`src/rtl/ssc_pkg.sv`:
```
package ssc_pkg;

    typedef enum logic [2:0] {
        ST_IDLE,
        ST_UP_POS,
        ST_DN_POS,
        ST_UP_NEG,
        ST_DN_NEG
    } ssc_state_e;

    typedef enum logic [1:0] {
        ACC_HOLD,
        ACC_UP,
        ACC_DOWN,
        ACC_CLEAR
    } acc_cmd_e;

    // Peak magnitude per code, units of 2^-20 of the nominal ratio
    function automatic int half_spread(input int code);
        case (code)
            0:       return 6291;
            1:       return 9961;
            2:       return 4719;
            3:       return 7864;
            4:       return 6816;
            5:       return 11010;
            6:       return 6816;
            7:       return 11010;
            default: return 0;
        endcase
    endfunction

endpackage

```
`src/rtl/ssc_sync.sv`:
```
module ssc_sync #(
    parameter int             W       = 4,
    parameter logic [W-1:0]   RST_VAL = '0
) (
    input  logic         clk,
    input  logic         rst,
    input  logic [W-1:0] d,
    output logic [W-1:0] q
);
    logic [W-1:0] meta_q;

    always_ff @(posedge clk) begin
        if (rst) begin
            meta_q <= RST_VAL;
            q      <= RST_VAL;
        end else begin
            meta_q <= d;
            q      <= meta_q;
        end
    end
endmodule

```
`src/rtl/ssc_step_table.sv`:
```
module ssc_step_table #(
    parameter int Q_FAST = 320,
    parameter int Q_SLOW = 960,
    parameter int OFS_W  = 16,
    parameter int KW     = 10
) (
    input  logic [2:0]       code,
    output logic [OFS_W-1:0] step_int,
    output logic [KW-1:0]    step_rem,
    output logic [KW-1:0]    quarter
);
    logic [OFS_W-1:0] si_tab [8];
    logic [KW-1:0]    sr_tab [8];

    for (genvar g = 0; g < 8; g++) begin : g_entry
        localparam int PK = ssc_pkg::half_spread(g);
        localparam int QG = (g >= 4) ? Q_SLOW : Q_FAST;
        assign si_tab[g] = OFS_W'(PK / QG);
        assign sr_tab[g] = KW'(PK % QG);
    end

    assign step_int = si_tab[code];
    assign step_rem = sr_tab[code];
    assign quarter  = code[2] ? KW'(Q_SLOW) : KW'(Q_FAST);
endmodule

```
`src/rtl/ssc_ramp_acc.sv`:
```
module ssc_ramp_acc
    import ssc_pkg::*;
#(
    parameter int OFS_W = 16,
    parameter int KW    = 10
) (
    input  logic             clk,
    input  logic             rst,
    input  acc_cmd_e         cmd,
    input  logic [OFS_W-1:0] step_int,
    input  logic [KW-1:0]    step_rem,
    input  logic [KW-1:0]    quarter,
    output logic [OFS_W-1:0] mag
);
    logic [OFS_W-1:0] mag_n;
    logic [KW-1:0]    rem_q, rem_n;
    logic [KW:0]      sum;

    always_comb begin
        sum   = {1'b0, rem_q} + {1'b0, step_rem};
        mag_n = mag;
        rem_n = rem_q;
        unique case (cmd)
            ACC_UP: begin
                if (sum >= {1'b0, quarter}) begin
                    rem_n = KW'(sum - {1'b0, quarter});
                    mag_n = mag + step_int + OFS_W'(1);
                end else begin
                    rem_n = KW'(sum);
                    mag_n = mag + step_int;
                end
            end
            ACC_DOWN: begin
                if (rem_q >= step_rem) begin
                    rem_n = rem_q - step_rem;
                    mag_n = mag - step_int;
                end else begin
                    rem_n = rem_q + quarter - step_rem;
                    mag_n = mag - step_int - OFS_W'(1);
                end
            end
            ACC_CLEAR: begin
                rem_n = '0;
                mag_n = '0;
            end
            default: begin
                rem_n = rem_q;
                mag_n = mag;
            end
        endcase
    end

    always_ff @(posedge clk) begin
        if (rst) begin
            mag   <= '0;
            rem_q <= '0;
        end else begin
            mag   <= mag_n;
            rem_q <= rem_n;
        end
    end

    AST_STEP_LIMIT: assert property (@(posedge clk) disable iff (rst)
        (cmd == ACC_UP || cmd == ACC_DOWN) |=>
            (int'(mag) <= int'($past(mag)) + int'($past(step_int)) + 1) &&
            (int'(mag) + int'($past(step_int)) + 1 >= int'($past(mag))));

    AST_PEAK_BOUND: assert property (@(posedge clk) disable iff (rst)
        (cmd != ACC_CLEAR) |=>
            int'(mag) <= int'($past(step_int)) * int'($past(quarter)) + int'($past(step_rem)));
endmodule

```
`src/rtl/ssc_phase_fsm.sv`:
```
module ssc_phase_fsm
    import ssc_pkg::*;
#(
    parameter int KW = 10
) (
    input  logic          clk,
    input  logic          rst,
    input  logic          run,
    input  logic [2:0]    code_in,
    input  logic [KW-1:0] quarter,
    output acc_cmd_e      cmd,
    output logic [2:0]    code_act,
    output logic          negative,
    output logic          strobe
);
    ssc_state_e    state_q, state_n;
    logic [KW-1:0] k_q, k_n;
    logic [2:0]    code_q, code_n;

    // state register
    always_ff @(posedge clk) begin
        if (rst) begin
            state_q <= ST_IDLE;
            k_q     <= '0;
            code_q  <= '0;
        end else begin
            state_q <= state_n;
            k_q     <= k_n;
            code_q  <= code_n;
        end
    end

    // next state
    always_comb begin
        state_n = state_q;
        k_n     = k_q;
        code_n  = code_q;
        cmd     = ACC_HOLD;
        if (!run) begin
            state_n = ST_IDLE;
            k_n     = '0;
            cmd     = ACC_CLEAR;
        end else begin
            unique case (state_q)
                ST_IDLE: begin
                    state_n = ST_UP_POS;
                    k_n     = '0;
                    cmd     = ACC_CLEAR;
                    code_n  = code_in;
                end
                ST_UP_POS: begin
                    if (k_q == quarter) begin
                        state_n = ST_DN_POS;
                        k_n     = k_q - KW'(1);
                        cmd     = ACC_DOWN;
                    end else begin
                        k_n = k_q + KW'(1);
                        cmd = ACC_UP;
                    end
                end
                ST_DN_POS: begin
                    if (k_q == '0) begin
                        state_n = ST_UP_NEG;
                        k_n     = KW'(1);
                        cmd     = ACC_UP;
                    end else begin
                        k_n = k_q - KW'(1);
                        cmd = ACC_DOWN;
                    end
                end
                ST_UP_NEG: begin
                    if (k_q == quarter) begin
                        state_n = ST_DN_NEG;
                        k_n     = k_q - KW'(1);
                        cmd     = ACC_DOWN;
                    end else begin
                        k_n = k_q + KW'(1);
                        cmd = ACC_UP;
                    end
                end
                ST_DN_NEG: begin
                    if (k_q == KW'(1)) begin
                        state_n = ST_UP_POS;
                        k_n     = '0;
                        cmd     = ACC_CLEAR;
                        code_n  = code_in;
                    end else begin
                        k_n = k_q - KW'(1);
                        cmd = ACC_DOWN;
                    end
                end
                default: begin
                    state_n = ST_IDLE;
                    k_n     = '0;
                    cmd     = ACC_CLEAR;
                end
            endcase
        end
    end

    // outputs
    always_comb begin
        code_act = code_q;
        negative = (state_q == ST_UP_NEG) || (state_q == ST_DN_NEG);
        strobe   = (state_q == ST_UP_POS) && (k_q == '0);
    end

    AST_QUARTER_RANGE: assert property (@(posedge clk) disable iff (rst)
        k_q <= quarter);

    AST_CODE_AT_START: assert property (@(posedge clk) disable iff (rst)
        !$stable(code_q) |-> strobe);
endmodule

```
`src/rtl/ssc_profile_gen.sv`:
```
module ssc_profile_gen
    import ssc_pkg::*;
#(
    parameter int PERIOD_FAST = 1280,
    parameter int PERIOD_SLOW = 3840,
    parameter int OFS_W       = 16
) (
    input  logic                    clk,
    input  logic                    rst,
    input  logic                    spread_en_n,
    input  logic                    rate_sel,
    input  logic [1:0]              range_sel,
    output logic signed [OFS_W-1:0] freq_offset,
    output logic                    period_start
);
    localparam int Q_FAST = PERIOD_FAST / 4;
    localparam int Q_SLOW = PERIOD_SLOW / 4;
    localparam int KW     = $clog2(Q_SLOW + 1);

    logic [3:0]       ctl_s;
    logic             run;
    acc_cmd_e         cmd;
    logic [2:0]       code_act;
    logic             negative;
    logic [OFS_W-1:0] step_int, mag;
    logic [KW-1:0]    step_rem, quarter;

    ssc_sync #(.W(4), .RST_VAL(4'b1000)) u_sync (
        .clk (clk),
        .rst (rst),
        .d   ({spread_en_n, rate_sel, range_sel}),
        .q   (ctl_s)
    );

    assign run = !ctl_s[3];

    ssc_phase_fsm #(.KW(KW)) u_fsm (
        .clk      (clk),
        .rst      (rst),
        .run      (run),
        .code_in  (ctl_s[2:0]),
        .quarter  (quarter),
        .cmd      (cmd),
        .code_act (code_act),
        .negative (negative),
        .strobe   (period_start)
    );

    ssc_step_table #(.Q_FAST(Q_FAST), .Q_SLOW(Q_SLOW), .OFS_W(OFS_W), .KW(KW)) u_tab (
        .code     (code_act),
        .step_int (step_int),
        .step_rem (step_rem),
        .quarter  (quarter)
    );

    ssc_ramp_acc #(.OFS_W(OFS_W), .KW(KW)) u_acc (
        .clk      (clk),
        .rst      (rst),
        .cmd      (cmd),
        .step_int (step_int),
        .step_rem (step_rem),
        .quarter  (quarter),
        .mag      (mag)
    );

    assign freq_offset = negative ? -$signed(mag) : $signed(mag);

    AST_IDLE_ZERO: assert property (@(posedge clk) disable iff (rst)
        !run |=> (freq_offset == '0) && !period_start);

    AST_STROBE_AT_ZERO: assert property (@(posedge clk) disable iff (rst)
        period_start |-> (freq_offset == '0));
endmodule

```
`config.mk`:
```
export PLATFORM = sky130hd
export DESIGN_NAME = ssc_profile_gen
export DESIGN_NICKNAME = d
export VERILOG_FILES = /design/src/rtl/ssc_pkg.sv /design/src/rtl/ssc_sync.sv /design/src/rtl/ssc_step_table.sv /design/src/rtl/ssc_ramp_acc.sv /design/src/rtl/ssc_phase_fsm.sv /design/src/rtl/ssc_profile_gen.sv
export SDC_FILE = /design/constraint.sdc
export NUM_CORES = 1
export LEC_CHECK = 0
export BUFFER_PORTS_ARGS = -buffer_cell sky130_fd_sc_hd__buf_2
export CAP_MARGIN = 15
export CORE_MARGIN = 1
export CORE_UTILIZATION = 60
export DETAILED_ROUTE_END_ITERATION = 16
export PLACE_DENSITY_LB_ADDON = 0.3
export SETUP_SLACK_MARGIN = 0.5
export SLEW_MARGIN = 5
export SYNTH_ARGS = -nofsm -noshare
export SYNTH_HDL_FRONTEND = slang
export SYNTH_SLANG_ARGS = --single-unit
export TNS_END_PERCENT = 20
```
`constraint.sdc`:
```
create_clock -name clk -period 13.4 [get_ports clk]
set_clock_uncertainty 0.2 [all_clocks]
set_input_delay 2.68 -clock clk [delete_from_list [all_inputs] [get_ports clk]]
set_output_delay 2.68 -clock clk [all_outputs]
set_load 0.005 [all_outputs]
```
==> results.json, run 1 <==
{
  "hp-class": "flip-flop to flip-flop",
  "drt_iter0_drc": 398,
  "core_area_sq_mm": 0.008848,
  "setup_viol": 0,
  "whs_ns": 0.2252,
  "synthToLayoutAreaGrowth_pct": 3.873,
  "dp.cells": 832,
  "critical_path.max_fanout": 14,
  "min_period_over_period_pct": 41.79,
  "power_density_mw_per_mm2": 51.46,
  "pwr-share-clk_pct": 32.7,
  "clk_pin_slew_ns": 0.10,
  "vias_per_cell": 6.207,
  "synth-seq-cells": 50,
  "worst_slack_ns": 7.801,
  "ys.flop_type": "dfxtp_1",
  "path_class": "flip-flop to flip-flop",
  "yosysSeqAreaShare_pct": 17.91,
  "row_count": 34,
  "cts_max_level": 2,
  "rsz0062_at_grt": "no",
  "hpwl_microns": 10840,
  "port_buffers": 22,
  "maxCapViolations": 0,
  "synth_area_sq_mm": 0.005589,
  "synthArstFlopShare_pct": 0,
  "die_y_microns": 98.52,
  "dieArea_sq_mm": 0.009705,
  "fin_util_pct": 65.61,
  "grt.overflow.total": 0,
  "cp-start-kind": "flip-flop",
  "vias": 5214,
  "clock_tree.root_cell": "clkbuf_8",
  "p_sw_mw": 0.09147,
  "grt_util_all_layers_pct": 29.44,
  "fin_cells": 840,
  "final.fill_count": 804,
  "synth.avg_cell_area_sq_um": 7.625,
  "clock_path_buffers": 2,
  "drive_gt1_share_pct": 7.240,
  "netlist_instances": 733,
  "irDropWorstVdd_uv": 42.19,
  "dpl_cell_area_sq_mm": 0.005714,
  "final_common_cell": "nor2_1",
  "fin_tns_setup_ns": 0,
  "total_power_mw": 0.2987,
  "grt_first_pass_wirelength_microns": 23220,
  "fin_nets": 806,
  "fmax_mhz": 178.6,
  "cp-end-kind": "flip-flop",
  "detail-route-antenna-nets": 0,
  "period_minus_slack_ns": 5.599,
  "start_util_pct": 63.16,
  "grt_max_degree": 24,
  "die_x_microns": 98.52,
  "status": "complete, no violations",
  "clk_latency_ns": 0.32,
  "synth_nets": 808,
  "synth_edf_count": 0,
  "ios": 23,
  "drc": 0,
  "yosysWarningCount": 0,
  "combPwrFrac_pct": 15.8,
  "drt-total-wl_microns": 13970,
  "leakage_nw": 2.477,
  "gp_congestion": 0.9543,
  "grt_pass1_vias": 4885,
  "clock-sinks": 50,
  "crit_arrival_ns": 5.58,
  "finalMaxSlewViolations": 0,
  "worst_pin_slew_ns": 0.9499,
  "cts_setup_buffers": 0,
  "drt_pass1_iterations": 7,
  "seqPwrFrac_pct": 51.5,
  "mostFrequentLayoutCells": "nor2_1, ha_1, nand2_1",
  "slew_headroom_pct": 35.78,
  "internal_power_mw": 0.2073,
  "cts_resized": 0,
  "cts_made_buffers": 5,
  "cp_data_required_time_ns": 13.38,
  "diodes": 0,
  "hold_buffers": 0,
  "synth_cell_type_count": 68,
  "postLayoutCellArea_sq_mm": 0.005806,
  "wl_per_cell_microns": 16.63,
  "place_ws_ns": 7.900,
  "hold_viol": 0,
  "antenna_found_initial": 0,
  "p_sw_share_pct": 30.62,
  "cts_tree": "done"
}
## power groups by stage
stage	clock (mW)	sequential (mW)	combinational (mW)
finish	0.0976	0.154	0.0472
global route	0.104	0.154	0.0520
CTS	0.0990	0.154	0.0467
detailed placement	0	0.157	0.0464
global placement	0	0.157	0.0452
floorplan	0	0.155	0.0379
## state kept, by name (all words and copies together), names as in the netlist
signal,cells
u_acc.mag,16
u_acc.rem_q,10
u_fsm.k_q,10
u_sync.meta_q,4
u_sync.q,4
u_fsm.code_act,3
u_fsm.state_q,3
## area by class of cell
class / count / area (sq um) / area share, %
well taps: 108 / 135.1 / 2.328
flip-flops and latches: 50 / 1001 / 17.24
multi-input cells: 600 / 4269 / 73.53
inverters: 51 / 191.4 / 3.297
repair buffers: 23 / 117.6 / 2.026
clock inverters: 3 / 22.52 / 0.3879
clock buffers: 5 / 68.82 / 1.185
## logic make-up (layout without fill, tap and decap cells)
logic type      after synthesis  in the layout  synth area share [%]
simple gates                265            265                 23.55
compound gates              176            176                 21.65
xor+xnor                     84             84                 13.16
buf+inv                      83             82                 5.708
fa+ha+maj                    69             69                 16.92
flops                        50             50                 17.91
mux                           6              6                 1.097
## per-layer routing
metal | share of wire [%] | track usage [%]
met1 | 46 | 38.28
met2 | 47 | 50.00
met3 | 5.1 | 4.043
met4 | 2.3 | 10.56
met5 | 0 | 0
## synthesized netlist by cell type (5+ instances only)
library cell  instances  area, sq um
nand2b_1              8        50.05
o22ai_1              19        118.9
a211oi_1             11        82.58
a21oi_1              39        195.2
nand4_1               6        37.54
nand2_1              57        214.0
and2_1                7        43.79
o21ai_0              22        110.1
or3_1                 5        31.28
dfxtp_1              50         1001
fa_1                 11        220.2
nor3_1               24        120.1
nor4_1                5        31.28
a22oi_1               7        52.55
ha_1                 58        725.7
o21bai_1             10        75.07
and3_1                7        43.79
mux2i_1               5        50.05
clkbuf_1             27        101.4
nor2_1               80        300.3
xnor2_1              54        473.0
o211ai_1              8        60.06
nor2b_1              21        131.4
a31oi_1               9        56.30
a21o_1                9        67.56
inv_1                50        187.7
or2_2                12        75.07
nand3_1              17        85.08
xor2_1               30        262.8
## final timing paths
check / from / endpoint / slack (ns) / cells after the start
setup / recovery: u_fsm.code_act[0] / u_acc.mag[9] / 7.80 / 20
hold / removal: u_sync.meta_q[3] / u_sync.q[3] / 0.23 / 1
setup reg to reg: u_fsm.code_act[0] / u_acc.mag[9] / 7.80 / 20
hold reg to reg: u_sync.meta_q[3] / u_sync.q[3] / 0.23 / 1
## critical path: stages (launching register included)
cell	delay, ns
dfxtp_1	0.53
inv_1	0.17
ha_1	0.33
inv_1	0.07
nand2_1	0.13
ha_1	0.48
nor2b_1	0.08
o21a_1	0.18
a311o_1	0.34
a31oi_1	0.19
o21bai_1	0.10
xnor2_1	0.15
ha_1	0.38
nand2_1	0.07
or4b_1	0.48
a2111o_1	0.42
a22oi_4	0.38
nand4_4	0.21
a211oi_2	0.29
mux2i_1	0.20
o21ai_0	0.09
No activity file was read; power rests on OpenSTA's default activity.
==> run 2, diff against run 1 <==
--- a/config.mk
+++ b/config.mk
@@ -8,7 +8,7 @@
 export BUFFER_PORTS_ARGS = -buffer_cell sky130_fd_sc_hd__buf_2
 export CAP_MARGIN = 15
 export CORE_MARGIN = 1
-export CORE_UTILIZATION = 60
+export CORE_UTILIZATION = 58
 export DETAILED_ROUTE_END_ITERATION = 16
 export PLACE_DENSITY_LB_ADDON = 0.3
 export SETUP_SLACK_MARGIN = 0.5
==> constraint.sdc (replaced) <==
create_clock -name clk -period 4.65 [get_ports clk]
set_clock_uncertainty 0.2 [all_clocks]
set_input_delay 0.93 -clock clk [delete_from_list [all_inputs] [get_ports clk]]
set_output_delay 0.93 -clock clk [all_outputs]
set_load 0.005 [all_outputs]
==> run 2 against run 1 <==
Against the previous run: routed wire length is 9.3% higher; setup slack worse by 7.7 ns; flip-flop and latch count stayed put; power increased to 3.1 times the previous value; design area is 8.3% higher; largest power group unchanged; sequential power grew to 2.9 times the previous value; global-route usage increased by 1.2 points; cell count up 6.2%; die area is 3.4% higher; largest cell class unchanged; critical path depth is 4 higher.
==> results.json, run 2 (same netlist as run 1, synthesis figures left out) <==
{
  "cp_data_required_time_ns": 4.67,
  "status": "complete, no violations",
  "final.fill_count": 787,
  "cts_max_level": 2,
  "synthToLayoutAreaGrowth_pct": 12.54,
  "vias_per_cell": 6.178,
  "ff2ff_path_depth": 24,
  "drive_gt1_share_pct": 15.47,
  "vias": 5511,
  "hpwl_microns": 11410,
  "clock_tree.root_cell": "clkbuf_8",
  "die_x_microns": 100.2,
  "maxCapViolations": 0,
  "postLayoutCellArea_sq_mm": 0.006290,
  "clock-sinks": 50,
  "wl_per_cell_microns": 17.11,
  "finalMaxSlewViolations": 0,
  "hold_viol": 0,
  "gp_congestion": 0.9854,
  "leakage_nw": 2.681,
  "drt_iter0_drc": 401,
  "final_common_cell": "nor2_1",
  "wl_met2_microns": 7453,
  "path_class": "flip-flop to flip-flop",
  "dieArea_sq_mm": 0.01003,
  "r2r_start": "u_fsm.code_act[0]",
  "reg_top3": "u_acc.mag x16, u_acc.rem_q x10, u_fsm.k_q x10",
  "core_area_sq_mm": 0.009284,
  "min_to": "u_sync.q[3]",
  "cp-end-kind": "flip-flop",
  "irDropWorstVdd_uv": 134.5,
  "clock_path_buffers": 2,
  "detail-route-antenna-nets": 0,
  "largest_reg_flops": 16,
  "worst_pin_slew_ns": 1.033,
  "rsz0062_at_grt": "yes",
  "port_buffers": 22,
  "fin_tns_setup_ns": 0,
  "clk_pin_slew_ns": 0.12,
  "min_period_over_period_pct": 98.05,
  "worstReg2RegEnd": "u_acc.rem_q[7]",
  "setup_viol": 0,
  "cts_made_buffers": 5,
  "ios": 23,
  "drt_pass1_iterations": 5,
  "hp-class": "flip-flop to flip-flop",
  "diodes": 0,
  "critical_path.startpoint": "u_fsm.code_act[0]",
  "cp-start-kind": "flip-flop",
  "period_minus_slack_ns": 4.559,
  "die_y_microns": 100.2,
  "grt_first_pass_wirelength_microns": 24570,
  "clk_latency_ns": 0.34,
  "critical_path.max_fanout": 5,
  "row_count": 35,
  "fmax_mhz": 219.3,
  "wl_met1_microns": 6448,
  "grt_util_all_layers_pct": 30.69,
  "grt_max_degree": 24,
  "dpl_cell_area_sq_mm": 0.005913,
  "mostFrequentLayoutCells": "nor2_1, nand2_1, xnor2_1",
  "whs_path_depth": 1,
  "cts_tree": "done",
  "drt-total-wl_microns": 15270,
  "crit_arrival_ns": 4.58,
  "fin_util_pct": 67.75,
  "regMostFlops": "u_acc.mag",
  "hp-start": "u_sync.meta_q[3]",
  "met3_wirelength_microns": 930,
  "fin_nets": 837,
  "grt.overflow.total": 0,
  "rrSetupSlack_ns": 0.09,
  "grt_pass1_vias": 5110,
  "slew_headroom_pct": 30.16,
  "drc": 0,
  "power_density_mw_per_mm2": 148.1,
  "top_layer": "met4",
  "start_util_pct": 60.20,
  "antenna_found_initial": 0
}
## run 2: changes by cell type in the layout (fill, tap and decap cells not counted), sizes merged
cell and delta:
buf +31, bufinv +1, inv -1
## run 2: final cells by class
class	instances	area, sq um	area share [%]
flip-flops and latches	50	1012	16.09
clock buffers	5	68.82	1.094
well taps	129	161.4	2.566
repair buffers	54	357.8	5.689
inverters	51	203.9	3.242
multi-input cells	600	4442	70.62
clock inverters	3	43.79	0.6962
## run 2: stage by stage
stage	cells	power [mW]	hold slack (ns)	setup WS, ns
2_1_floorplan	733	0.5589	0.1895	0.3161
6_report	892	0.9314	0.2356	0.09087
3_3_place_gp	863	0.5894	0.1925	0.1612
3_5_place_dp	863	0.5931	0.2189	0.03927
4_1_cts	888	0.9266	0.2454	0.1234
5_1_grt	892	0.9653	0.2664	-0.09759
## run 2: report_power, final
group          switching, mW  total (mW)  internal, mW
registers             0.0105       0.443         0.433
clock network          0.175       0.337         0.162
logic                 0.0888       0.151        0.0626
total                  0.274       0.931         0.657
## run 2: per-layer routing
metal	track usage [%]	vias to the layer above
li1	-	2622
met1	40.34	2616
met2	52.21	231
met3	3.621	42
met4	10.26	0
met5	0	-
## run 2: worst max path at each step
stage | end | slack [ns] | cells past startpoint
6_report | u_acc.rem_q[7] | 0.09 | 24
5_1_grt | u_acc.rem_q[7] | -0.1 | 22
4_1_cts | u_acc.mag[9] | 0.12 | 20
3_5_place_dp | u_acc.mag[9] | 0.04 | 19
3_3_place_gp | u_acc.mag[10] | 0.16 | 20
2_1_floorplan | u_acc.mag[9] | 0.32 | 20
## run 2: critical path, stage by stage, from the launching register on
cell      delay [ns]
dfxtp_4         0.40
inv_6           0.05
ha_4            0.15
nor2b_4         0.12
a21oi_2         0.15
ha_2            0.32
o21a_1          0.14
a311o_1         0.30
a31oi_1         0.17
o21bai_1        0.10
xnor2_1         0.23
ha_1            0.29
buf_4           0.13
buf_4           0.14
and3_1          0.18
a22oi_1         0.14
o211ai_1        0.16
a21oi_2         0.18
a22oi_4         0.10
buf_4           0.15
buf_6           0.10
buf_6           0.11
mux2_4          0.30
nand2_2         0.08
a21oi_2         0.05
## run 2: timing repair
item / CTS / global route
hold buffers: 0 / 0
setup endpoints to repair: 20 / 20
pin swaps: 14 / 11
setup buffers: 17 / 4
resized for setup: 17 / 13
==> run 3, diff against run 2 <==
--- a/config.mk
+++ b/config.mk
@@ -8,7 +8,7 @@
 export BUFFER_PORTS_ARGS = -buffer_cell sky130_fd_sc_hd__buf_2
 export CAP_MARGIN = 15
 export CORE_MARGIN = 1
-export CORE_UTILIZATION = 58
+export CORE_UTILIZATION = 60
 export DETAILED_ROUTE_END_ITERATION = 16
 export PLACE_DENSITY_LB_ADDON = 0.3
 export SETUP_SLACK_MARGIN = 0.5
==> constraint.sdc (replaced) <==
create_clock -name clk -period 4.43 [get_ports clk]
set_clock_uncertainty 0.2 [all_clocks]
set_input_delay 0.886 -clock clk [delete_from_list [all_inputs] [get_ports clk]]
set_output_delay 0.886 -clock clk [all_outputs]
set_load 0.005 [all_outputs]
==> run 3 against run 2 <==
Against the previous run: the run now ends with negative setup slack left; register-to-register slack worse by 0.24 ns; setup slack worse by 0.24 ns; combinational power up 3%; non-clock buffer count down 3; via count down 1.8%; critical path type unchanged; largest cell class unchanged; largest power group unchanged.
==> results.json, run 3 (same netlist as run 1, synthesis figures left out) <==
{
  "wl_met2_microns": 7280,
  "vias": 5412,
  "cp_common_cell": "ha_4",
  "period_minus_slack_ns": 4.579,
  "synthToLayoutAreaGrowth_pct": 11.55,
  "crit_chain": "inv_6 -> ha_4 -> inv_4 -> nand2_4 -> ha_4 -> nor2b_2 -> o21a_1 -> a311o_1 -> a31oi_1 -> o21bai_1 -> xnor2_1 -> ha_1 -> nand2_1 -> or4b_1 -> a2111o_1 -> a22oi_4 -> nand4_4 -> a211oi_2 -> mux2i_1 -> o21ai_1",
  "combPwrFrac_pct": 16.0,
  "antenna_found_initial": 0,
  "fmax_mhz": 218.4,
  "rsz0062_at_grt": "yes",
  "internal_power_mw": 0.6889,
  "crit_slowest_cell": "or4b_1",
  "grt_max_degree": 24,
  "die_y_microns": 98.52,
  "worst_slack_ns": -0.1487,
  "fin_cells": 868,
  "hp-class": "flip-flop to flip-flop",
  "status": "finished, violations left",
  "drt_iter0_drc": 400,
  "final_common_cell": "nor2_1",
  "cp_data_required_time_ns": 4.43,
  "cp-start-kind": "flip-flop",
  "ios": 23,
  "grt.overflow.total": 0,
  "path_class": "flip-flop to flip-flop",
  "dieArea_sq_mm": 0.009705,
  "cts_tree": "done",
  "clock-sinks": 50,
  "top_layer": "met4",
  "cp-end-kind": "flip-flop",
  "wl_per_cell_microns": 17.23,
  "row_count": 34,
  "regMostFlops": "u_acc.mag",
  "failed_checks": "negative setup slack",
  "critical_path.max_fanout": 5,
  "power_density_mw_per_mm2": 155.5,
  "worst_pin_slew_ns": 0.8352,
  "wl_met1_microns": 6344,
  "hold_viol": 0,
  "crit_family": "compound AO/OA/AOI/OAI gates",
  "reg_top3": "u_acc.mag x16, u_acc.rem_q x10, u_fsm.k_q x10",
  "path_buf_inv": 2,
  "vias_per_cell": 6.235,
  "die_x_microns": 98.52,
  "whs_ns": 0.2380,
  "irDropWorstVdd_uv": 162.4,
  "drive_gt1_share_pct": 15.13,
  "met3_wirelength_microns": 970,
  "grt_util_all_layers_pct": 31.32,
  "min_period_over_period_pct": 103.4,
  "fin_nets": 834,
  "maxCapViolations": 0,
  "clock_tree.root_cell": "clkbuf_8",
  "detail-route-antenna-nets": 0,
  "hold_buffers": 0,
  "clock_path_buffers": 2,
  "start_util_pct": 63.16,
  "setup_viol": 14,
  "seqPwrFrac_pct": 47.9,
  "pwr-share-clk_pct": 36.0,
  "hpwl_microns": 11450,
  "place_ws_ns": -0.07355,
  "postLayoutCellArea_sq_mm": 0.006235,
  "mostFrequentLayoutCells": "nor2_1, nand2_1, xnor2_1",
  "drt_pass1_iterations": 5,
  "dp.cells": 853,
  "core_area_sq_mm": 0.008848,
  "cp_slowest_stage_delay_ns": 0.47,
  "leakage_nw": 2.646,
  "cts_made_buffers": 5,
  "dpl_cell_area_sq_mm": 0.005969,
  "crit_arrival_ns": 4.58,
  "fin_tns_setup_ns": -1.100,
  "cts_max_level": 2,
  "p_sw_share_pct": 28.93,
  "drc": 0,
  "largest_reg_flops": 16,
  "gp_congestion": 0.9304,
  "slew_headroom_pct": 44.11,
  "finalMaxSlewViolations": 0,
  "grt_first_pass_wirelength_microns": 24510,
  "total_power_mw": 0.9692,
  "grt_pass1_vias": 5098,
  "port_buffers": 22,
  "drt-total-wl_microns": 14960,
  "clk_pin_slew_ns": 0.11,
  "fin_util_pct": 70.46,
  "clk_latency_ns": 0.32,
  "diodes": 0,
  "p_sw_mw": 0.2804
}
[run 3: cell count changes in the layout (fill, tap and decap cells not counted), moves of 2 or more]
cell | previous run | this run
ha_1 | 50 | 48
ha_4 | 5 | 7
nor2b_2 | 0 | 2
buf_4 | 30 | 28
nor2b_1 | 20 | 18
a21oi_1 | 35 | 37
a21oi_2 | 4 | 2
[run 3: final cells by class]
class	count	area (sq um)
multi-input combinational	600	4442
clock inverter	3	43.79
fill	734	2614
inverter	51	203.9
sequential	50	1010
clock buffer	5	68.82
timing repair buffer	51	331.6
tap	108	135.1
[run 3: path summary, 6_finish.rpt]
kind / from / to / slack (ns) / depth (start not counted)
worst max-delay path: u_fsm.code_act[0] / u_acc.mag[9] / -0.15 / 20
worst min-delay path: u_sync.meta_q[3] / u_sync.q[3] / 0.24 / 1
worst max register to register: u_fsm.code_act[0] / u_acc.mag[9] / -0.15 / 20
worst min register to register: u_sync.meta_q[3] / u_sync.q[3] / 0.24 / 1
[run 3: per-layer routing]
| layer | global-route usage, % | vias up |
|---|---|---|
| met1 | 40.73 | 2539 |
| met3 | 3.972 | 36 |
| met2 | 54.33 | 221 |
| met5 | 0 | - |
| met4 | 9.300 | 0 |
| li1 | - | 2616 |
[run 3: power by group through the flow]
stage          clock network [mW]  logic (mW)  registers [mW]
6_report                    0.349       0.155           0.465
5_1_grt                     0.370       0.170           0.466
4_1_cts                     0.355       0.151           0.464
3_5_place_dp                    0       0.148           0.475
3_3_place_gp                    0       0.145           0.475
2_1_floorplan                   0       0.118           0.469
[run 3: repair_timing]
action / in CTS / in global routing
pin swaps: 5 / 21
setup buffers: 5 / 2
endpoints found under the setup margin: 20 / 20
resized for setup: 14 / 14
